### src/rtl/irq_agg_pkg.sv
package irq_agg_pkg;
    localparam int PINS_PER_DEV = 4;
    localparam int NUM_LINES    = 4;
    localparam int LINE_W       = 2;

    typedef logic [LINE_W-1:0] line_t;

    // rotate a pin number by a slot number onto one of the four lines
    function automatic line_t swizzle(input int pin, input int slot);
        int sum;
        sum = pin + slot;
        return line_t'(sum % NUM_LINES);
    endfunction
endpackage

### src/rtl/irq_route.sv
module irq_route
    import irq_agg_pkg::*;
#(
    parameter int NUM_ROOT    = 3,
    parameter int NUM_SEC     = 2,
    parameter int ROOT_SLOT0  = 1,
    parameter int BRIDGE_SLOT = 5,
    localparam int NUM_DEV    = NUM_ROOT + NUM_SEC,
    localparam int NUM_SRC    = NUM_DEV * PINS_PER_DEV
) (
    output logic [NUM_SRC*LINE_W-1:0] route_o
);
    genvar gd, gp;
    generate
        for (gd = 0; gd < NUM_DEV; gd++) begin : g_dev
            for (gp = 0; gp < PINS_PER_DEV; gp++) begin : g_pin
                if (gd < NUM_ROOT) begin : g_root
                    // root bus: one rotation by the device's own slot
                    assign route_o[(gd*PINS_PER_DEV+gp)*LINE_W +: LINE_W] =
                        swizzle(gp, ROOT_SLOT0 + gd);
                end else begin : g_sec
                    // secondary bus: rotate onto a bridge pin, then by bridge slot
                    line_t bridge_pin;
                    assign bridge_pin = swizzle(gp, gd - NUM_ROOT);
                    assign route_o[(gd*PINS_PER_DEV+gp)*LINE_W +: LINE_W] =
                        swizzle(int'(bridge_pin), BRIDGE_SLOT);
                end
            end
        end
    endgenerate
endmodule

### src/rtl/irq_edge_tracker.sv
module irq_edge_tracker #(
    parameter int NUM_SRC = 20
) (
    input  logic               clk_i,
    input  logic               rst_i,
    input  logic [NUM_SRC-1:0] lvl_i,
    output logic [NUM_SRC-1:0] rise_o,
    output logic [NUM_SRC-1:0] fall_o
);
    typedef struct packed {
        logic [NUM_SRC-1:0] lvl;
    } trk_state_t;

    trk_state_t state_d, state_q;

    always_comb begin
        state_d     = state_q;
        state_d.lvl = lvl_i;
        rise_o      = lvl_i & ~state_q.lvl;
        fall_o      = ~lvl_i & state_q.lvl;
    end

    always_ff @(posedge clk_i) begin
        if (rst_i) begin
            state_q <= '0;
        end else begin
            state_q <= state_d;
        end
    end
endmodule

### src/rtl/irq_line_counter.sv
module irq_line_counter
    import irq_agg_pkg::*;
#(
    parameter int NUM_SRC = 20,
    parameter int CNT_W   = 5,
    parameter int LINE_ID = 0
) (
    input  logic                      clk_i,
    input  logic                      rst_i,
    input  logic [NUM_SRC-1:0]        rise_i,
    input  logic [NUM_SRC-1:0]        fall_i,
    input  logic [NUM_SRC*LINE_W-1:0] route_i,
    output logic [CNT_W-1:0]          cnt_o
);
    typedef struct packed {
        logic [CNT_W-1:0] cnt;
    } cnt_state_t;

    cnt_state_t state_d, state_q;
    logic [CNT_W-1:0] inc, dec;

    always_comb begin
        inc = '0;
        dec = '0;
        for (int k = 0; k < NUM_SRC; k++) begin
            if (route_i[k*LINE_W +: LINE_W] == line_t'(LINE_ID)) begin
                if (rise_i[k]) inc = inc + CNT_W'(1);
                if (fall_i[k]) dec = dec + CNT_W'(1);
            end
        end
        state_d     = state_q;
        state_d.cnt = state_q.cnt + inc - dec;
    end

    always_ff @(posedge clk_i) begin
        if (rst_i) begin
            state_q <= '0;
        end else begin
            state_q <= state_d;
        end
    end

    assign cnt_o = state_q.cnt;
endmodule

### src/rtl/irq_share_agg.sv
module irq_share_agg
    import irq_agg_pkg::*;
#(
    parameter int NUM_ROOT    = 3,
    parameter int NUM_SEC     = 2,
    parameter int ROOT_SLOT0  = 1,
    parameter int BRIDGE_SLOT = 5,
    parameter bit DBG_EN      = 1'b1,
    localparam int NUM_DEV    = NUM_ROOT + NUM_SEC,
    localparam int NUM_SRC    = NUM_DEV * PINS_PER_DEV,
    localparam int CNT_W      = $clog2(NUM_SRC + 1)
) (
    input  logic                       clk_i,
    input  logic                       rst_i,
    input  logic [NUM_SRC-1:0]         pin_lvl_i,
    output logic [NUM_LINES-1:0]       line_o,
    output logic [NUM_LINES*CNT_W-1:0] line_cnt_o
);
    logic [NUM_SRC*LINE_W-1:0]  route;
    logic [NUM_SRC-1:0]         rise, fall;
    logic [NUM_LINES*CNT_W-1:0] cnt_all;

    irq_route #(
        .NUM_ROOT    (NUM_ROOT),
        .NUM_SEC     (NUM_SEC),
        .ROOT_SLOT0  (ROOT_SLOT0),
        .BRIDGE_SLOT (BRIDGE_SLOT)
    ) u_route (
        .route_o (route)
    );

    irq_edge_tracker #(
        .NUM_SRC (NUM_SRC)
    ) u_track (
        .clk_i  (clk_i),
        .rst_i  (rst_i),
        .lvl_i  (pin_lvl_i),
        .rise_o (rise),
        .fall_o (fall)
    );

    genvar gl;
    generate
        for (gl = 0; gl < NUM_LINES; gl++) begin : g_line
            irq_line_counter #(
                .NUM_SRC (NUM_SRC),
                .CNT_W   (CNT_W),
                .LINE_ID (gl)
            ) u_cnt (
                .clk_i   (clk_i),
                .rst_i   (rst_i),
                .rise_i  (rise),
                .fall_i  (fall),
                .route_i (route),
                .cnt_o   (cnt_all[gl*CNT_W +: CNT_W])
            );
            assign line_o[gl] = |cnt_all[gl*CNT_W +: CNT_W];
        end
        if (DBG_EN) begin : g_dbg
            assign line_cnt_o = cnt_all;
        end else begin : g_nodbg
            assign line_cnt_o = '0;
        end
    endgenerate
endmodule

### config.mk
export PLATFORM = sky130hd
export DESIGN_NAME = irq_share_agg
export DESIGN_NICKNAME = d
export VERILOG_FILES = /design/src/rtl/irq_agg_pkg.sv /design/src/rtl/irq_route.sv /design/src/rtl/irq_edge_tracker.sv /design/src/rtl/irq_line_counter.sv /design/src/rtl/irq_share_agg.sv
export SDC_FILE = /design/constraint.sdc
export NUM_CORES = 1
export LEC_CHECK = 0
export BUFFER_PORTS_ARGS = -buffer_cell sky130_fd_sc_hd__buf_2
export CORE_MARGIN = 4
export CORE_UTILIZATION = 52
export CTS_BUF_LIST = sky130_fd_sc_hd__clkbuf_4 sky130_fd_sc_hd__clkbuf_8
export CTS_CLUSTER_SIZE = 20
export DETAILED_ROUTE_END_ITERATION = 12
export PLACE_DENSITY = 0.72
export SETUP_SLACK_MARGIN = 0.5
export SLEW_MARGIN = 10
export SYNTH_ARGS = -nofsm -noshare
export SYNTH_HDL_FRONTEND = slang
export SYNTH_SLANG_ARGS = --single-unit
export TNS_END_PERCENT = 20
### constraint.sdc
create_clock -name clk_i -period 4 [get_ports clk_i]
set_clock_uncertainty 0.2 [all_clocks]
set_input_delay 0.4 -clock clk_i [delete_from_list [all_inputs] [get_ports clk_i]]
set_output_delay 0.4 -clock clk_i [all_outputs]
set_load 0.05 [all_outputs]
==> impl_results.md, run 1 <==
* Total wire length at 8.21 mm
* Post-synth top area share at 20.4%
* Inserted Clock Buffers at 5
* Stages on the worst setup path at 16
* Tot GR Track Use at 18.8%
* Ys async rst share at 0%
* DP HPWL at 5.96 mm
* Crit path max-delay cell type: fa_1
* Pwr/cell area at approximately 550 mW/mm^2
* Arrival time worst endpoint at 3.70 ns
* Mapped Area at 0.00392 mm^2
* Initial Utilization at 53.8%
* Worst Path Required at around 3.9 ns
* Static Leak at approximately 2.2 nW
* Syn. warnings at 0
* Area after DPL at 0.00444 mm^2
* Worst R2R Path Depth at 16
* Number of synthesized register bits at 40
* Slew Limit Fails at 0
* Power Total at 0.00281 W
* Final net count at 590
* Fmax at 266 MHz
* Clk slew on worst S/H paths at 0.08 ns
* Register share of total power at 20.9%
* Max VDD drop at 558 uV
* Sequential-to-total area share from yosys stat at between 20% and 30%
* Placer Congestion at 0.853
* Final Hold Viols at 0
* Die ar. at 0.00900 mm^2
* Type of destination of the critical path: flop
* Most common cell in the netlist: inv_1
* Hold slack at 0.149 ns
* Cell family with most CP delay: adder cells
* CTS root buffer: clkbuf_8
* Tmin final at 3.76 ns
* Routed Antenna Nets at 0
* Die X at 94.9 um
* Critical Path End: g_line[0].u_cnt.cnt_o[4]
* Vias in the first global route at 3222
* Final setup viols at 0
* Area added between synthesis and finish at 29.3%
* Internal power at 0.00146 W
* Share of cells above drive strength 1 at 37.3%
* Finished layout cell area at 0.00507 mm^2
* Max-cap viol count at 0
* Gate Count Post-Synth at 433
* Slew at the pin closest to its max-slew limit at 0.809 ns
* Final period util at 94.0%
* Synth area leaders: dfxtp_1 (20%), ha_1 (13%), fa_1 (8.2%), nor2b_1 (7.0%), inv_1 (5.0%)
* TritonCTS clock tree: yes
* Startpoint Class: flop
* H-Tree Depth at 2
* Clk Latency, worst-skew pair at 0.29 ns
* Grt ovf at 0
* Highest net fanout along the worst path at 3
* Via density at 5.14
* Net Sw Frac at 48.0%
* Hold Buf Count CTS at 0
* Die height at about 95 um
* Cell taking the most area after synthesis: dfxtp_1
* EDFF count, synth at 0
* CP Cell Sequence: and2b_1 -> inv_2 -> ha_4 -> or3_4 -> a31o_4 -> and2_4 -> ha_4 -> and2_4 -> a31oi_4 -> fa_1 -> inv_2 -> fa_2 -> a21o_1 -> a21oi_2 -> xnor2_1 -> nor2_1
* Core Area at around 0.0073 mm^2
* FP Rows at 31
* Syn_nets at 512
* Inst Count DP at 580
* Critical path's largest stage delay at 0.56 ns
* RSZ-0062 raised after global routing: yes
* Slew HR at 46.0%
* Critical path class: flop to flop
* Fin cells at slightly above 600
* Detailed-route DRC error count at 0
* Synth top cells by count: inv_1 (52), nor2b_1 (44), ha_1 (41)
* CTS Buffer Depth at 2
* Global-route wire length before repair at 13.7 mm
* Filler instances at 594
* Pin count of the biggest net entering global routing at 41
* DR iter-0 viols at between 60 and 70
* Syn Area/Cell at 9.06 um^2
* Initial antenna violation count at 0
* Clock group share of total power at 10.5%
* Main flop type after synthesis: dfxtp_1
* Reg-to-reg endpoint: g_line[0].u_cnt.cnt_o[4]
* CP bufs+invs at 2
* Logic pwr share at between 60% and 70%
* NetSw at 0.00135 W
* Vias at between 3000 and 4000
* Reg2reg start: u_track.state_q[3]
* PortBufs at 45
* 1st-pass router iterations at 4
* Status: finished clean
* Sum Neg Setup Slack at 0 ns
* DR WL/cell at 13.4 um
* IO Pins at 46
* Sink Count at 40
* Worst min path class: input pin to flop
* N_diodes at 0
* Reg-to-reg slack, setup at roughly 0.24 ns
* Yosys cell types at 53
* Worst Setup SP: u_track.state_q[3]
==> sequential cells by signal (all words and copies together) (netlist names) <==
register / count
u_track.state_q: 20
g_line.u_cnt.cnt_o: 20
==> worst min-delay path by stage <==
stage	startpoint	end	cells after the start
finish	pin_lvl_i[16]	u_track.state_q[16]	2
global placement	pin_lvl_i[4]	u_track.state_q[4]	2
CTS	pin_lvl_i[16]	u_track.state_q[16]	2
detailed placement	pin_lvl_i[19]	u_track.state_q[19]	2
global route	pin_lvl_i[19]	u_track.state_q[19]	2
floorplan	pin_lvl_i[0]	u_track.state_q[0]	2
==> cell usage in the layout, fill, tap and decap left out, drive strengths merged, types with 2 or more instances in the layout <==
cell     count
a31oi        6
nor4         5
nand3       13
clkbuf       8
nand2       25
dfxtp       40
nor2b       44
and2b        5
a21o         8
and4bb       6
inv         53
ha          41
buf         76
mux2i        6
nor3         2
a31o         4
o21ai        7
xnor2       20
a21oi       17
and2         7
nand3b       2
nand4b       3
or3          3
a2111oi      6
fa          16
xnor3        4
a32oi        3
nand2b      25
nand4        3
nor2        21
nor3b        2
xor2        20
o31ai        2
mux2         2
==> per-stage QoR <==
stage	setup slack [ns]	utilization, %
6_report	0.241	69.6
5_1_grt	0.0633	69.6
4_1_cts	0.249	66.1
3_5_place_dp	-0.0209	60.9
3_3_place_gp	0.0528	60.9
2_1_floorplan	0.336	-
==> final cells by class <==
cell class	instances	area [um^2]	area share, %
Timing Repair Buffer	76	464	9.15
Inverter	53	211	4.17
Multi-Input combinational cell	335	3360	66.2
Sequential cell	40	818	16.1
Tap cell	99	124	2.44
Clock buffer	8	97.6	1.92
==> worst register-to-register path, delay by kind of cell (launching register included) <==
kind                     cells  cell delay, ns
adder cells (fa/ha/maj)      4            1.37
AND/OR/NAND/NOR              5            0.92
AO/OA/AOI/OAI                4            0.57
flip-flops                   1            0.32
buffers and inverters        2            0.12
XOR/XNOR                     1            0.12
==> power by group through the flow <==
stage	clock network [W]	registers [W]	logic, W
after floorplan	0	0.000880	0.00112
after global placement	0	0.000597	0.00170
after detailed placement	0	0.000601	0.00174
after CTS	0.000311	0.000591	0.00186
after global routing	0.000327	0.000605	0.00217
final	0.000296	0.000590	0.00193
==> cell families (layout without fill, tap and decap cells) <==
kind of cell | after synthesis | after routing | share of synthesized area, %
AND/OR/NAND/NOR | 170 | 170 | 27.0
buffers and inverters | 58 | 137 | 5.65
adder cells (fa/ha/maj) | 57 | 57 | 21.2
AO/OA/AOI/OAI | 55 | 55 | 10.7
XOR/XNOR | 45 | 45 | 12.9
flip-flops | 40 | 40 | 20.4
multiplexers | 8 | 8 | 2.11
==> what timing repair did <==
item / 4_1_cts / 5_1_grt
pin swaps: 26 / 23
setup buffers: 15 / 8
setup endpoints to repair: 15 / 15
resized for setup: 36 / 37
==> layer usage <==
metal	vias to the layer above	part of all wire (%)	GRT usage, %
met5	-	0	0
met4	0	0.37	3.37
met3	2	2.9	2.95
met2	39	52	34.4
met1	1487	45	23.3
li1	1610	-	-
No activity file was read; power rests on OpenSTA's default activity.
==> run 2: changes to the inputs <==
- PLACE_DENSITY: 0.72 -> 0.69
- clock period: 4 -> 4.7 ns (I/O delays scaled with it)
==> run 2 against run 1 <==
  * Sequential power shrank 15%
  * Register-to-register slack gained 0.44 ns
  * Clock power shrank 20%
==> impl_results.md, run 2 (synthesized netlist as in run 1, its figures left out) <==
* Core Area at 0.00729 mm^2 (unchanged)
* Static Leak at 1.99 nW (was 2.23 nW)
* Tmin final at 4.02 ns (was 3.76 ns)
* Die height at 94.9 um (unchanged)
* Share of cells above drive strength 1 at 20.0% (was 37.3%)
* TritonCTS clock tree: yes (unchanged)
* Area of the multi-input gates at 0.00294 mm^2 (was 0.00336 mm^2)
* Setup slack at placement at 0.305 ns (was -0.0209 ns)
* Slack of the critical path at 0.680 ns (was 0.241 ns)
* Filler instances at 676 (was 594)
* Clk slew on worst S/H paths at 0.09 ns (was 0.08 ns)
* Net Sw Frac at 49.4% (was 48.0%)
* Internal power at 0.00110 W (was 0.00146 W)
* Critical path class: flop to flop (unchanged)
* Clock group share of total power at 10.8% (was 10.5%)
* NetSw at 0.00107 W (was 0.00135 W)
* Vias at 2982 (was 3138)
* Hold Buf Count CTS at 0 (unchanged)
* Pin count of the biggest net entering global routing at 41 (unchanged)
* Setup Fix Bufs, Post-CTS at 0 (was 15)
* Final setup viols at 0 (unchanged)
* DR WL/cell at 12.7 um (was 13.4 um)
* Sum Neg Setup Slack at 0 ns (unchanged)
* Worst Path Required at 4.66 ns (was 3.94 ns)
* Reg area at 802 um^2 (was 818 um^2)
* Leading cell type in the layout, fill and taps excluded: inv_1 (unchanged)
* Placer Congestion at 0.779 (was 0.853)
* 1st-pass router iterations at 4 (unchanged)
* Status: finished clean (unchanged)
* Arrival time worst endpoint at 3.98 ns (was 3.70 ns)
* Most frequent cells in the layout: inv_1 (52), buf_2 (45), nor2b_1 (44), dfxtp_1 (39), ha_1 (37) (was inv_1 (46), buf_2 (44), nor2b_1 (41), dfxtp_1 (34), buf_4 (31))
* Final period util at 85.5% (was 94.0%)
* CTS root buffer: clkbuf_8 (unchanged)
* Pwr/cell area at 498 mW/mm^2 (was 555 mW/mm^2)
* CTS Buffer Depth at 2 (unchanged)
* Slew HR at 47.7% (was 46.0%)
* Global-route wire length before repair at 12.9 mm (was 13.7 mm)
* Fmax at 249 MHz (was 266 MHz)
* Die X at 94.9 um (unchanged)
* Util after Layout at 59.9% (was 69.6%)
* Highest net fanout along the worst path at 7 (was 3)
* H-Tree Depth at 2 (unchanged)
* Total wire length at 7.38 mm (was 8.21 mm)
* Fin cells at 579 (was 611)
* Slew at the pin closest to its max-slew limit at 0.784 ns (was 0.809 ns)
* Routed Antenna Nets at 0 (unchanged)
* Clk Latency, worst-skew pair at 0.30 ns (was 0.29 ns)
* Area added between synthesis and finish at 11.3% (was 29.3%)
* Vias in the first global route at 3031 (was 3222)
* Register share of total power at 23.1% (was 20.9%)
* Startpoint Class: flop (unchanged)
* Grt ovf at 0 (unchanged)
* Final net count at 559 (was 590)
* Worst min path class: input pin to flop (unchanged)
* DP HPWL at 5.88 mm (was 5.96 mm)
* DR iter-0 viols at 61 (was 68)
* Inserted Clock Buffers at 5 (unchanged)
* Die ar. at 0.00900 mm^2 (unchanged)
* Logic pwr share at 66.1% (was 68.5%)
* Initial Utilization at 53.8% (unchanged)
* FP Rows at 31 (unchanged)
* Max VDD drop at 448 uV (was 558 uV)
* Type of destination of the critical path: flop (unchanged)
* PortBufs at 45 (unchanged)
* Max-cap viol count at 0 (unchanged)
* Final Hold Viols at 0 (unchanged)
* IO Pins at 46 (unchanged)
* Detailed-route DRC error count at 0 (unchanged)
* Inst Count DP at 572 (was 580)
* RSZ-0062 raised after global routing: yes (unchanged)
* N_diodes at 0 (unchanged)
* Initial antenna violation count at 0 (unchanged)
* Via density at 5.15 (was 5.14)
* Slew Limit Fails at 0 (unchanged)
* CTS resizes at 0 (was 36)
* Tot GR Track Use at 17.7% (was 18.8%)
* Sink Count at 40 (unchanged)
run 2: layout make-up:
| cell class | instances | area share (%) |
|---|---|---|
| inverters | 53 | 4.56 |
| clock inverters | 1 | 0.115 |
| multi-input cells | 335 | 67.2 |
| repair buffers | 45 | 5.16 |
| flip-flops and latches | 40 | 18.4 |
| well taps | 99 | 2.84 |
| clock buffers | 6 | 1.75 |
run 2: worst paths after layout:
| check | start | endpoint | cells after the start | slack, ns |
|---|---|---|---|---|
| worst max register to register | u_track.state_q[3] | g_line[0].u_cnt.cnt_o[4] | 16 | 0.68 |
| worst min-delay path | pin_lvl_i[19] | u_track.state_q[19] | 2 | 0.22 |
| worst min register to register | g_line[3].u_cnt.cnt_o[4] | g_line[3].u_cnt.cnt_o[4] | 3 | 0.46 |
| worst max-delay path | u_track.state_q[3] | g_line[0].u_cnt.cnt_o[4] | 16 | 0.68 |
run 2: worst max-delay path, stage by stage, from the launching register on:
cell	delay [ns]
dfxtp_1	0.37
and2b_1	0.21
inv_2	0.08
ha_2	0.31
or3_1	0.36
a31o_2	0.22
and2_1	0.14
ha_1	0.26
and2_1	0.11
a31oi_1	0.05
fa_1	0.50
inv_1	0.07
fa_1	0.46
a21o_1	0.20
a21oi_1	0.17
xnor2_1	0.13
nor2_1	0.06
run 2: power by group through the flow:
stage / Sequential (W) / Combinational [W] / Clock (W)
finish: 0.000502 / 0.00144 / 0.000236
global placement: 0.000507 / 0.00140 / 0
global route: 0.000516 / 0.00163 / 0.000257
detailed placement: 0.000510 / 0.00144 / 0
CTS: 0.000503 / 0.00146 / 0.000249
floorplan: 0.000748 / 0.000919 / 0
run 2: through the flow:
stage               power (W)  instance area, um^2  hold WS (ns)
floorplan             0.00167                 3920         0.398
global placement      0.00191                 4250         0.446
detailed placement    0.00195                 4250         0.440
CTS                   0.00221                 4330         0.202
global route          0.00241                 4370         0.215
finish                0.00217                 4370         0.218
run 2: metal layers:
layer,up-vias,wire (um),GRT usage [%]
met5,-,0,0
met4,0,55,4.93
met3,6,255,3.11
met2,43,3590,31.1
met1,1391,3480,22.2
li1,1542,-,-
